**config.mk**
```make
export PLATFORM = sky130hd
export DESIGN_NAME = quad_pos_counter
export DESIGN_NICKNAME = d
export VERILOG_FILES = /design/src/rtl/qpc_pkg.sv /design/src/rtl/qpc_input_filter.sv /design/src/rtl/qpc_decode_ctrl.sv /design/src/rtl/qpc_count_dp.sv /design/src/rtl/quad_pos_counter.sv
export SDC_FILE = /design/constraint.sdc
export NUM_CORES = 1
export LEC_CHECK = 0
export BUFFER_PORTS_ARGS = -buffer_cell sky130_fd_sc_hd__buf_2
export CAP_MARGIN = 20
export CORE_MARGIN = 5
export CORE_UTILIZATION = 55
export DETAILED_ROUTE_END_ITERATION = 16
export PLACE_DENSITY = 0.74
export SLEW_MARGIN = 30
export SYNTH_ARGS = -nofsm -noshare
export SYNTH_HDL_FRONTEND = slang
export SYNTH_SLANG_ARGS = --single-unit
```
**constraint.sdc**
```tcl
create_clock -name clk -period 3.3 [get_ports clk]
set_clock_uncertainty 0.2 [all_clocks]
set_input_delay 0.66 -clock clk [delete_from_list [all_inputs] [get_ports clk]]
set_output_delay 0.66 -clock clk [all_outputs]
set_load 0.1 [all_outputs]
```
**src/rtl/qpc_pkg.sv**
```systemverilog
package qpc_pkg;

  typedef enum logic [1:0] {
    QPC_HOLD   = 2'b00,
    QPC_ONLY_A = 2'b01,
    QPC_ONLY_B = 2'b10,
    QPC_BOTH   = 2'b11
  } qpc_mode_e;

  // strobes from the decoder to the counting datapath
  typedef struct packed {
    logic stepUp;
    logic stepDown;
    logic illegal;
  } qpc_strobe_t;

  // next state in the forward Gray walk of the (B,A) pair
  function automatic logic [1:0] fwdNext(input logic [1:0] s);
    return {s[0], ~s[1]};
  endfunction

endpackage

```
**src/rtl/qpc_input_filter.sv**
```systemverilog
module qpc_input_filter #(
  parameter int FILT_W = 4
) (
  input  logic              clk,
  input  logic              rstN,
  input  logic              rawIn,
  input  logic [FILT_W-1:0] filtLen,
  output logic              levelOut
);
  localparam int RUN_W = FILT_W + 1;

  logic [1:0]        syncQ;
  logic              syncd;
  logic [FILT_W-1:0] runLen;
  logic [RUN_W-1:0]  runNext;

  assign syncd   = syncQ[1];
  assign runNext = {1'b0, runLen} + RUN_W'(1);

  always_ff @(posedge clk) begin
    if (!rstN) begin
      syncQ <= '0;
    end else begin
      syncQ <= {syncQ[0], rawIn};
    end
  end

  // a new level must persist for filtLen consecutive cycles
  always_ff @(posedge clk) begin
    if (!rstN) begin
      levelOut <= 1'b0;
      runLen   <= '0;
    end else if (syncd == levelOut) begin
      runLen <= '0;
    end else if (runNext >= {1'b0, filtLen}) begin
      levelOut <= syncd;
      runLen   <= '0;
    end else begin
      runLen <= runNext[FILT_W-1:0];
    end
  end

endmodule

```
**src/rtl/qpc_decode_ctrl.sv**
```systemverilog
module qpc_decode_ctrl
  import qpc_pkg::*;
(
  input  logic        clk,
  input  logic        rstN,
  input  logic [1:0]  levels,
  input  logic [1:0]  mode,
  output qpc_strobe_t strobe
);
  qpc_mode_e  modeSel;
  logic [1:0] prevState;
  logic [1:0] changed;
  logic       isFwd;
  logic       isRev;
  logic       chanEnabled;
  logic       doubleHit;

  assign modeSel = qpc_mode_e'(mode);

  always_ff @(posedge clk) begin
    if (!rstN) begin
      prevState <= 2'b00;
    end else begin
      prevState <= levels;
    end
  end

  assign changed   = prevState ^ levels;
  assign doubleHit = &changed;
  assign isFwd     = (levels == fwdNext(prevState));
  assign isRev     = (prevState == fwdNext(levels));

  always_comb begin
    unique case (modeSel)
      QPC_ONLY_A: chanEnabled = changed[0];
      QPC_ONLY_B: chanEnabled = changed[1];
      QPC_BOTH:   chanEnabled = |changed;
      default:    chanEnabled = 1'b0;
    endcase
  end

  always_comb begin
    strobe          = '0;
    strobe.illegal  = doubleHit;
    strobe.stepUp   = chanEnabled && !doubleHit && isFwd;
    strobe.stepDown = chanEnabled && !doubleHit && isRev;
  end

endmodule

```
**src/rtl/qpc_count_dp.sv**
```systemverilog
module qpc_count_dp
  import qpc_pkg::*;
#(
  parameter int CNT_W = 16
) (
  input  logic             clk,
  input  logic             rstN,
  input  qpc_strobe_t      strobe,
  input  logic [CNT_W-1:0] limit,
  output logic [CNT_W-1:0] count,
  output logic             dirUp,
  output logic             ovfPulse,
  output logic             unfPulse,
  output logic             errPulse
);

  always_ff @(posedge clk) begin
    if (!rstN) begin
      count    <= '0;
      dirUp    <= 1'b1;
      ovfPulse <= 1'b0;
      unfPulse <= 1'b0;
      errPulse <= 1'b0;
    end else begin
      ovfPulse <= 1'b0;
      unfPulse <= 1'b0;
      errPulse <= strobe.illegal;
      if (strobe.stepUp) begin
        dirUp <= 1'b1;
        if (count >= limit) begin
          count    <= '0;
          ovfPulse <= 1'b1;
        end else begin
          count <= count + CNT_W'(1);
        end
      end else if (strobe.stepDown) begin
        dirUp <= 1'b0;
        if (count == '0) begin
          count    <= limit;
          unfPulse <= 1'b1;
        end else begin
          count <= count - CNT_W'(1);
        end
      end
    end
  end

endmodule

```
**src/rtl/quad_pos_counter.sv**
```systemverilog
module quad_pos_counter
  import qpc_pkg::*;
#(
  parameter int CNT_W  = 16,
  parameter int FILT_W = 4
) (
  input  logic              clk,
  input  logic              rstN,
  input  logic [1:0]        mode,
  input  logic [FILT_W-1:0] filtLen,
  input  logic [CNT_W-1:0]  limit,
  input  logic              encA,
  input  logic              encB,
  output logic [CNT_W-1:0]  count,
  output logic              dirUp,
  output logic              ovfPulse,
  output logic              unfPulse,
  output logic              errPulse
);
  localparam int NUM_CH = 2;

  logic [NUM_CH-1:0] rawPair;
  logic [NUM_CH-1:0] levels;
  qpc_strobe_t       strobe;

  assign rawPair = {encB, encA};

  for (genvar ch = 0; ch < NUM_CH; ch++) begin : g_chan
    qpc_input_filter #(.FILT_W(FILT_W)) u_filt (
      .clk      (clk),
      .rstN     (rstN),
      .rawIn    (rawPair[ch]),
      .filtLen  (filtLen),
      .levelOut (levels[ch])
    );
  end

  qpc_decode_ctrl u_ctrl (
    .clk    (clk),
    .rstN   (rstN),
    .levels (levels),
    .mode   (mode),
    .strobe (strobe)
  );

  qpc_count_dp #(.CNT_W(CNT_W)) u_dp (
    .clk      (clk),
    .rstN     (rstN),
    .strobe   (strobe),
    .limit    (limit),
    .count    (count),
    .dirUp    (dirUp),
    .ovfPulse (ovfPulse),
    .unfPulse (unfPulse),
    .errPulse (errPulse)
  );

endmodule

```
==> results of run 1 <==
-- cell type report --
class | instances | area share
multi-input cells | 281 | 0.5989
flip-flops and latches | 36 | 0.2204
repair buffers | 56 | 0.09414
inverters | 27 | 0.03100
well taps | 70 | 0.02679
clock buffers | 7 | 0.02641
clock inverters | 1 | 0.002296
-- state kept, by name, indices dropped and copies added (netlist names) --
name,cells
g_chan.u_filt.levelOut,2
g_chan.u_filt.runLen,8
g_chan.u_filt.syncQ,4
u_ctrl.prevState,2
u_dp.count,16
u_dp.dirUp,1
u_dp.errPulse,1
u_dp.ovfPulse,1
u_dp.unfPulse,1
-- worst reg2reg max path, stage by stage (launching register included) --
cell	delay, ns
dfxtp_1	0.42
inv_1	0.17
ha_1	0.19
or3b_2	0.48
or4_4	0.58
mux2i_1	0.20
a21oi_1	0.10
o21a_1	0.20
o221a_1	0.23
-- stage by stage --
step           worst slack, ns  power, mW    util  cells
6_report                0.4296      1.037  0.6401    478
5_1_grt                 0.3108      1.088  0.6401    478
4_1_cts                 0.4440      1.040  0.6401    478
3_5_place_dp            0.3162     0.7066  0.6218    470
3_3_place_gp            0.4070     0.7027  0.6218    470
2_1_floorplan           0.1170     0.6492       -    366
-- layer usage --
metal | share of wire | up-vias
met5 | 0 | -
met4 | 0.019 | 0
met3 | 0.079 | 18
met2 | 0.45 | 101
met1 | 0.45 | 1324
li1 | - | 1405
-- cells in the mapped netlist, types with 2 or more instances --
master     number  share of area
a2bb2oi_1       2         0.0061
o22ai_1         2         0.0043
a21oi_1        19          0.033
or4_4           2         0.0078
nor2b_1         7          0.015
and2_1         10          0.022
o221a_2         4          0.016
buf_6           3          0.012
buf_2           3         0.0052
ha_1           29           0.13
o21a_1          2         0.0052
and3_1          6          0.013
xor2_1         10          0.030
a31oi_1         6          0.013
nand2b_1        4         0.0087
nand4_1         3         0.0065
a21o_1         10          0.026
nand3b_1        2         0.0052
o2111a_1        2         0.0078
or4_1           8          0.021
nor4_1          6          0.013
a211oi_1        3         0.0078
o21ai_1         3         0.0052
nor3b_1         2         0.0052
o211a_1         2         0.0069
nor2_1         26          0.034
o21ai_0        17          0.029
o31ai_1         5          0.013
a31o_2          2         0.0061
o221a_1         2         0.0078
or3_1           4         0.0087
clkbuf_1       15          0.019
mux2i_1         5          0.017
xnor2_1        13          0.039
nand2_1        24          0.031
inv_1          26          0.034
nor3_1         11          0.019
dfxtp_1        36           0.25
nand3_1        14          0.024
-- power breakdown --
group | switching [mW] | internal [mW] | leakage (nW) | total, mW
registers | 0.00970 | 0.442 | 0.291 | 0.452
logic | 0.154 | 0.0944 | 1.25 | 0.248
clock network | 0.168 | 0.170 | 0.0445 | 0.338
-- cell usage in the layout (no fill, tap or decap), types with 3 or more instances in the layout --
cell type / synthesis / final
buf_2: 3 / 45
dfxtp_1: 36 / 36
ha_1: 29 / 29
inv_1: 26 / 26
nor2_1: 26 / 26
nand2_1: 24 / 24
a21oi_1: 19 / 19
o21ai_0: 17 / 17
nand3_1: 14 / 14
xnor2_1: 13 / 13
nor3_1: 11 / 11
buf_4: 0 / 11
xor2_1: 10 / 10
a21o_1: 10 / 10
and2_1: 10 / 10
or4_1: 8 / 8
nor2b_1: 7 / 7
and3_1: 6 / 6
nor4_1: 6 / 6
a31oi_1: 6 / 6
clkbuf_8: 0 / 6
mux2i_1: 5 / 5
o31ai_1: 5 / 5
nand2b_1: 4 / 4
o221a_2: 4 / 4
or3_1: 4 / 4
a211oi_1: 3 / 3
nand4_1: 3 / 3
o21ai_1: 3 / 3
-- kinds of logic (layout without fill, tap and decap cells) --
| group | count (synthesis) | in the layout | synth area share |
|---|---|---|---|
| buffers and inverters | 49 | 91 | 0.07275 |
| adders and majority gates | 29 | 29 | 0.1256 |
| DFF | 36 | 36 | 0.2495 |
| AOI/OAI and AO/OA | 89 | 89 | 0.2135 |
| muxes | 5 | 5 | 0.01732 |
| xor gates and xnor gates | 23 | 23 | 0.06973 |
| and+or+nand+nor | 135 | 135 | 0.2516 |
-- worst max path at each step --
stage	from	end	slack, ns	depth (start not counted)
2_1_floorplan	u_dp.count[9]	u_dp.count[9]	0.12	7
3_3_place_gp	limit[9]	u_dp.count[9]	0.41	10
3_5_place_dp	limit[9]	u_dp.count[9]	0.32	10
4_1_cts	u_dp.count[0]	u_dp.count[2]	0.44	8
5_1_grt	u_dp.count[0]	u_dp.count[2]	0.31	8
6_report	u_dp.count[0]	u_dp.count[2]	0.43	8
==> flow_metrics.env, run 1 <==
export IMPL_drt_iter0_drc=156
export IMPL_hold_violations=0
export IMPL_hp_start="g_chan[0].u_filt.syncQ[0]"
export IMPL_grt_pass1_wl_um=12360
export IMPL_synth_warning_count=0
export IMPL_synth_ff_type="dfxtp_1"
export IMPL_end_kind="flip-flop"
export IMPL_grt_use_met3=0.04338
export IMPL_grtUsageMet1=0.3210
export IMPL_rows=26
export IMPL_syn_area_um2=2889
export IMPL_routedWlPerCell_um=15.56
export IMPL_ys_types=55
export IMPL_synth_edf_count=0
export IMPL_port_buffers=45
export IMPL_worstPathCellList="inv_1 > ha_1 > or3b_2 > or4_4 > mux2i_1 > a21oi_1 > o21a_1 > o221a_1"
export IMPL_leakage_nw=1.589
export IMPL_r2r_end="u_dp.count[2]"
export IMPL_gr_total_overflow=0
export IMPL_start_kind="flip-flop"
export IMPL_cts_repair_timing_setup_buffer_count=0
export IMPL_clock_sinks=36
export IMPL_die_area_um2=6802
export IMPL_clk_latency_ns=0.30
export IMPL_cts_buffers=5
export IMPL_rsz0062_at_grt="no"
export IMPL_grt_use_met2=0.3718
export IMPL_drt_wl_total_um=7437
export IMPL_synth_seq_cells=36
export IMPL_async_flop_share=0
export IMPL_whs_ns=0.2402
export IMPL_nets=462
export IMPL_num_vias=2848
export IMPL_root_buffer="clkbuf_8"
export IMPL_worstMarginPinSlew_ns=0.6039
export IMPL_max_freq_mhz=348.4
export IMPL_clk_path_buf_depth=2
export IMPL_synth_avg_cell_area_um2=7.894
export IMPL_syn_to_final_growth_pct=13.17
export IMPL_power_density_nw_per_um2=317.3
export IMPL_postPlaceCellArea_um2=3176
export IMPL_syn_num_nets=421
export IMPL_slew_violations=0
export IMPL_n_antenna_cell=0
export IMPL_status="complete, no violations"
export IMPL_slowest_delay_ns=0.58
export IMPL_cp_top_family="simple AND/OR/NAND/NOR gates"
export IMPL_totalNegativeSetupSlack_ns=0
export IMPL_reg2reg_from="u_dp.count[0]"
export IMPL_dpl_hpwl_um=5481
export IMPL_pin_count=46
export IMPL_grt_busiest_layer="met2"
export IMPL_cp_num_buf_inv=1
export IMPL_stdcell_area_um2=3269
export IMPL_initial_utilization=0.5657
export IMPL_relSlewSlack=0.5974
export IMPL_finalCritPeriodShare=0.8698
export IMPL_cap_violations=0
export IMPL_yosysSeqAreaShare=0.2495
export IMPL_viasPerCell=5.958
export IMPL_cts_max_level=2
export IMPL_worstPathRequired_ns=3.28
export IMPL_r2r_slack_ns=0.43
export IMPL_reg2reg_depth=8
export IMPL_place_congestion=0.9019
export IMPL_core_um2=5107
export IMPL_tritoncts="built"
export IMPL_n_fill_cell=450
export IMPL_die_h_um=82.48
export IMPL_period_needed_ns=2.870
export IMPL_clk_pin_slew_ns=0.07
export IMPL_cts_hold_buffers_added=0
export IMPL_hold_path_class="flip-flop to flip-flop"
export IMPL_cp_slowest_cell="or4_4"
export IMPL_whs_path_depth=1
export IMPL_ir_drop_mv=0.1737
export IMPL_grt_total_usage=0.2339
export IMPL_arrival_ns=2.85
export IMPL_crit_fanout=19
export IMPL_grt_max_degree=23
export IMPL_multi_input_area_um2=1958
export IMPL_whs_endpoint="g_chan[0].u_filt.syncQ[1]"
export IMPL_finalSetupViolCount=0
export IMPL_drt_first_pass_iters=5
export IMPL_drive_above_1_share=0.1838
export IMPL_antenna_found_initial=0
export IMPL_syn_inst=366
export IMPL_die_w_um=82.48
export IMPL_grt_pass1_vias=2649
export IMPL_ant_nets=0
export IMPL_seq_area_um2=720.7
export IMPL_cts_resized=0
export IMPL_worstSetupPathType="flip-flop to flip-flop"
export IMPL_post_route_drc_count=0
No activity file was read; power rests on OpenSTA's default activity.
==> inputs of run 2 (changes only) <==
Settings changed: PLACE_DENSITY 0.74 to 0.76, SLEW_MARGIN 30 to not set.
==> run 2 against run 1 <==
  * Critical path depth is 2 lower
  * Clock power fell by 2%
  * Non-clock buffer count is 2 higher
  * Sequential power barely moved
  * Largest cell class unchanged
  * Largest power group unchanged
  * Highest routed layer unchanged
==> flow_metrics.env, run 2 (same netlist as run 1, synthesis figures left out) <==
export IMPL_cts_hold_buffers_added=0
export IMPL_cp_slowest_cell="or4_4"
export IMPL_die_h_um=82.48
export IMPL_die_area_um2=6802
export IMPL_relSlewSlack=0.5624
export IMPL_die_w_um=82.48
export IMPL_root_buffer="clkbuf_8"
export IMPL_power_density_nw_per_um2=314.7
export IMPL_n_fill_cell=448
export IMPL_clk_path_buf_depth=2
export IMPL_status="complete, no violations"
export IMPL_grtUsageMet1=0.3194
export IMPL_path_common_cell="or4_4"
export IMPL_nets=464
export IMPL_whs_path_depth=1
export IMPL_intPower_uw=686.4
export IMPL_tritoncts="built"
export IMPL_antenna_found_initial=0
export IMPL_arrival_ns=2.78
export IMPL_initial_utilization=0.5657
export IMPL_slew_violations=0
export IMPL_reg2reg_depth=6
export IMPL_combPwrFrac=0.245
export IMPL_worstPathCellList="or4_4 > or4_4 > mux2i_1 > a21oi_1 > o21a_1 > o221a_1"
export IMPL_hold_violations=0
export IMPL_routedWlPerCell_um=15.81
export IMPL_dpl_hpwl_um=5656
export IMPL_grt_use_met2=0.3926
export IMPL_end_kind="flip-flop"
export IMPL_largestRegisters="u_dp.count (16), g_chan.u_filt.runLen (8), g_chan.u_filt.syncQ (4)"
export IMPL_finalCritPeriodShare=0.8446
export IMPL_port_buffers=45
export IMPL_grt_total_usage=0.2409
export IMPL_num_vias=2877
export IMPL_clkPwrFrac=0.319
export IMPL_cap_violations=0
export IMPL_rsz0062_at_grt="no"
export IMPL_n_antenna_cell=0
export IMPL_clk_pin_slew_ns=0.08
export IMPL_finalSetupViolCount=0
export IMPL_core_um2=5107
export IMPL_seq_power_share=0.436
export IMPL_drt_first_pass_iters=5
export IMPL_totalNegativeSetupSlack_ns=0
export IMPL_hold_path_class="flip-flop to flip-flop"
export IMPL_viasPerCell=5.994
export IMPL_drt_wl_total_um=7589
export IMPL_multi_input_area_um2=1958
export IMPL_max_flop_register="u_dp.count"
export IMPL_post_route_drc_count=0
export IMPL_clk_latency_ns=0.30
export IMPL_clock_sinks=36
export IMPL_worstSetupPathType="flip-flop to flip-flop"
export IMPL_start_kind="flip-flop"
export IMPL_seq_area_um2=720.7
export IMPL_grt_busiest_layer="met2"
export IMPL_switching_power_uw=346.8
export IMPL_slowest_delay_ns=0.72
export IMPL_cts_resized=0
export IMPL_switching_share=0.3356
export IMPL_place_congestion=0.9250
export IMPL_gr_total_overflow=0
export IMPL_cts_max_level=2
export IMPL_drt_iter0_drc=250
export IMPL_rows=26
export IMPL_grt_use_met3=0.03905
export IMPL_pin_count=46
export IMPL_grt_pass1_wl_um=12630
export IMPL_largest_register_ffs=16
export IMPL_grt_pass1_vias=2703
export IMPL_leakage_nw=1.596
export IMPL_syn_to_final_growth_pct=13.64
export IMPL_mostFrequentLayoutCells="buf_2 (45), dfxtp_1 (36), ha_1 (29), inv_1 (26), nor2_1 (26)"
export IMPL_grt_max_degree=23
export IMPL_cts_repair_timing_setup_buffer_count=0
export IMPL_crit_fanout=19
export IMPL_period_needed_ns=2.787
export IMPL_worstMarginPinSlew_ns=0.6564
export IMPL_ir_drop_mv=0.1858
export IMPL_ant_nets=0
export IMPL_final_util=0.6428
export IMPL_max_freq_mhz=358.8
export IMPL_cts_buffers=5
export IMPL_drive_above_1_share=0.1902
export IMPL_worstPathRequired_ns=3.29
export IMPL_final_common_cell="buf_2"
==> run 2: path summary, 6_finish.rpt <==
path,endpoint,startpoint,slack [ns]
worst max-delay path,u_dp.count[2],u_dp.count[8],0.51
worst min-delay path,g_chan[0].u_filt.syncQ[1],g_chan[0].u_filt.syncQ[0],0.24
worst max register to register,u_dp.count[2],u_dp.count[8],0.51
worst min register to register,g_chan[0].u_filt.syncQ[1],g_chan[0].u_filt.syncQ[0],0.24
==> run 2: per-layer routing <==
layer	wire (um)	vias to the layer above
li1	-	1408
met1	3409	1342
met2	3452	113
met3	632	14
met4	96	0
met5	0	-
==> run 2: per-stage QoR <==
stage | hold slack [ns] | setup WS [ns] | power [mW] | cell area (um^2) | std cells
2_1_floorplan | 0.2119 | 0.1170 | 0.6492 | 2889 | 366
3_3_place_gp | 0.2162 | 0.4248 | 0.7032 | 3191 | 472
3_5_place_dp | 0.2237 | 0.3190 | 0.7093 | 3191 | 472
4_1_cts | 0.2450 | 0.5428 | 1.034 | 3283 | 480
5_1_grt | 0.2512 | 0.3461 | 1.082 | 3283 | 480
6_report | 0.2408 | 0.5127 | 1.033 | 3283 | 480
==> run 2: power by group through the flow <==
stage | logic, mW | clock network [mW] | registers, mW
finish | 0.253 | 0.330 | 0.450
global route | 0.276 | 0.354 | 0.452
CTS | 0.250 | 0.335 | 0.450
detailed placement | 0.249 | 0 | 0.460
global placement | 0.243 | 0 | 0.460
floorplan | 0.162 | 0 | 0.487
==> run 2: cell type report <==
class	instances	area share
Inverter	27	0.03087
Multi-Input combinational cell	281	0.5964
Timing Repair Buffer	58	0.09832
Tap cell	70	0.02668
Sequential cell	36	0.2195
Clock inverter	3	0.007241
Clock buffer	5	0.02096
==> run 2: critical path: cells and delay by family, from the launching register on <==
kind	cells	cell delay (ns)
flip-flops	1	0.43
AND/OR/NAND/NOR	2	1.31
AO/OA/AOI/OAI	3	0.53
multiplexers	1	0.21
==> inputs of run 3 (changes only) <==
Settings changed: CORE_UTILIZATION 55 to 52, PLACE_DENSITY 0.76 to 0.75.
Clock period 3.3 ns to 2.5 ns, I/O delays scaled along.
==> run 3 against run 2 <==
  * Combinational power is 81% higher
  * Largest cell class unchanged
  * Worst hold slack worse by 0.030 ns
  * Utilization is 7.4 points higher
  * The run now ends with setup timing left
  * Routed wire length is 17% higher
  * Clock power is 51% higher
  * Critical path type unchanged
  * Via count is 9.3% higher
  * Clock-buffer cell count is 1 higher
  * Register-to-register slack worse by 0.53 ns
==> flow_metrics.env, run 3 (same netlist as run 1, synthesis figures left out) <==
export IMPL_worstSetupPathType="flip-flop to flip-flop"
export IMPL_worstPathRequired_ns=2.49
export IMPL_end_kind="flip-flop"
export IMPL_status="finished, violations left"
export IMPL_power_density_nw_per_um2=394.7
export IMPL_drt_wl_total_um=8915
export IMPL_path_common_cell="or4_4"
export IMPL_worstPathCellList="or4_4 > or4_4 > buf_12 > mux2i_1 > o21ai_1 > a21oi_1 > o211a_1"
export IMPL_antenna_found_initial=0
export IMPL_grt_total_usage=0.2487
export IMPL_hold_path_class="primary input to flip-flop"
export IMPL_ant_nets=0
export IMPL_slew_violations=0
export IMPL_gr_total_overflow=0
export IMPL_whs_ns=0.2105
export IMPL_die_w_um=84.54
export IMPL_die_h_um=84.54
export IMPL_grt_pass1_vias=3078
export IMPL_grt_max_degree=22
export IMPL_root_buffer="clkbuf_8"
export IMPL_num_vias=3144
export IMPL_cp_num_buf_inv=1
export IMPL_routedWlPerCell_um=16.88
export IMPL_final_common_cell="buf_4"
export IMPL_rsz0062_at_grt="yes"
export IMPL_cts_buffers=5
export IMPL_clk_latency_ns=0.30
export IMPL_ir_drop_mv=0.3385
export IMPL_syn_to_final_growth_pct=35.04
export IMPL_drt_iter0_drc=320
export IMPL_grt_pass1_wl_um=14580
export IMPL_max_freq_mhz=397.3
export IMPL_nets=510
export IMPL_cp_slowest_cell="or4_4"
export IMPL_clk_pin_slew_ns=0.08
export IMPL_slowest_delay_ns=0.61
export IMPL_largestRegisters="u_dp.count (16), g_chan.u_filt.runLen (8), g_chan.u_filt.syncQ (4)"
export IMPL_initial_utilization=0.5312
export IMPL_crit_fanout=7
export IMPL_place_congestion=0.9073
export IMPL_period_needed_ns=2.517
export IMPL_cp_top_family="simple AND/OR/NAND/NOR gates"
export IMPL_die_area_um2=7146
export IMPL_hold_violations=0
export IMPL_mostFrequentLayoutCells="buf_4 (54), buf_2 (45), inv_1 (25), ha_1 (25)"
export IMPL_clock_sinks=36
export IMPL_tritoncts="built"
export IMPL_setup_slack_ns=-0.01679
export IMPL_viasPerCell=5.955
export IMPL_place_ws_ns=-0.2871
export IMPL_max_flop_register="u_dp.count"
export IMPL_leakage_nw=1.882
export IMPL_clk_path_buf_depth=2
export IMPL_arrival_ns=2.50
export IMPL_finalPower_mw=1.540
export IMPL_rows=27
export IMPL_pin_count=46
export IMPL_port_buffers=45
export IMPL_cts_max_level=2
export IMPL_post_route_drc_count=0
export IMPL_drive_above_1_share=0.3684
export IMPL_relSlewSlack=0.6197
export IMPL_dpl_hpwl_um=6590
export IMPL_drt_first_pass_iters=5
export IMPL_cap_violations=0
export IMPL_cts_hold_buffers_added=0
export IMPL_worstMarginPinSlew_ns=0.5652
export IMPL_finalSetupViolCount=2
export IMPL_finalCritPeriodShare=1.007
export IMPL_n_antenna_cell=0
export IMPL_violations="setup timing"
export IMPL_largest_register_ffs=16
export IMPL_start_kind="flip-flop"
export IMPL_core_um2=5439
-- run 3: cell types whose count changed in the layout (fill, tap and decap cells not counted), moves of 3 or more --
cell and delta:
a21oi_1 -4, a21oi_2 +4, buf_4 +41, buf_6 +4, dfxtp_1 -17, dfxtp_2 +7
dfxtp_4 +10, ha_1 -4, ha_4 +4, o21ai_0 -3, o31ai_1 -3
-- run 3: worst paths after layout --
path                             start                         to  slack (ns)  depth (start not counted)
max                      u_dp.count[6]              u_dp.count[3]       -0.02                          7
min                               encB  g_chan[1].u_filt.syncQ[0]        0.21                          2
max reg2reg              u_dp.count[6]              u_dp.count[3]       -0.02                          7
min reg2reg  g_chan[0].u_filt.syncQ[0]  g_chan[0].u_filt.syncQ[1]        0.25                          1
-- run 3: power by group --
group          total, mW  switching (mW)  internal (mW)
Combinational      0.459           0.254          0.205
Sequential         0.583         0.00828          0.575
Clock              0.498           0.242          0.256
-- run 3: layout make-up --
cell class	count	area, um^2
multi-input cells	281	2140
flip-flops and latches	36	767.0
inverters	27	103.9
clock inverters	2	11.26
clock buffers	6	93.84
repair buffers	104	695.7
fillers	404	1538
well taps	72	90.09
-- run 3: layer usage --
layer	track usage	vias up	wire length (um)
met5	0	-	0
li1	-	1500	-
met1	0.3065	1438	3690
met4	0.1165	0	302
met3	0.05005	32	831
met2	0.4142	174	4091
-- run 3: per-stage QoR --
step / std cells / setup TNS [ns] / instance area (um^2) / utilization
global placement: 513 / -2.786 / 3570 / 0.6563
global route: 528 / -0.3886 / 3901 / 0.7173
detailed placement: 513 / -2.895 / 3570 / 0.6563
CTS: 525 / -0.007988 / 3804 / 0.6993
finish: 528 / -0.01864 / 3901 / 0.7173
floorplan: 366 / -2.235 / 2974 / -
-- run 3: repair_timing --
item                                    in CTS  in global routing
endpoints found under the setup margin      14                 16
pin swaps                                   11                  9
buffers inserted                             4                  3
gates resized for setup                     18                 15
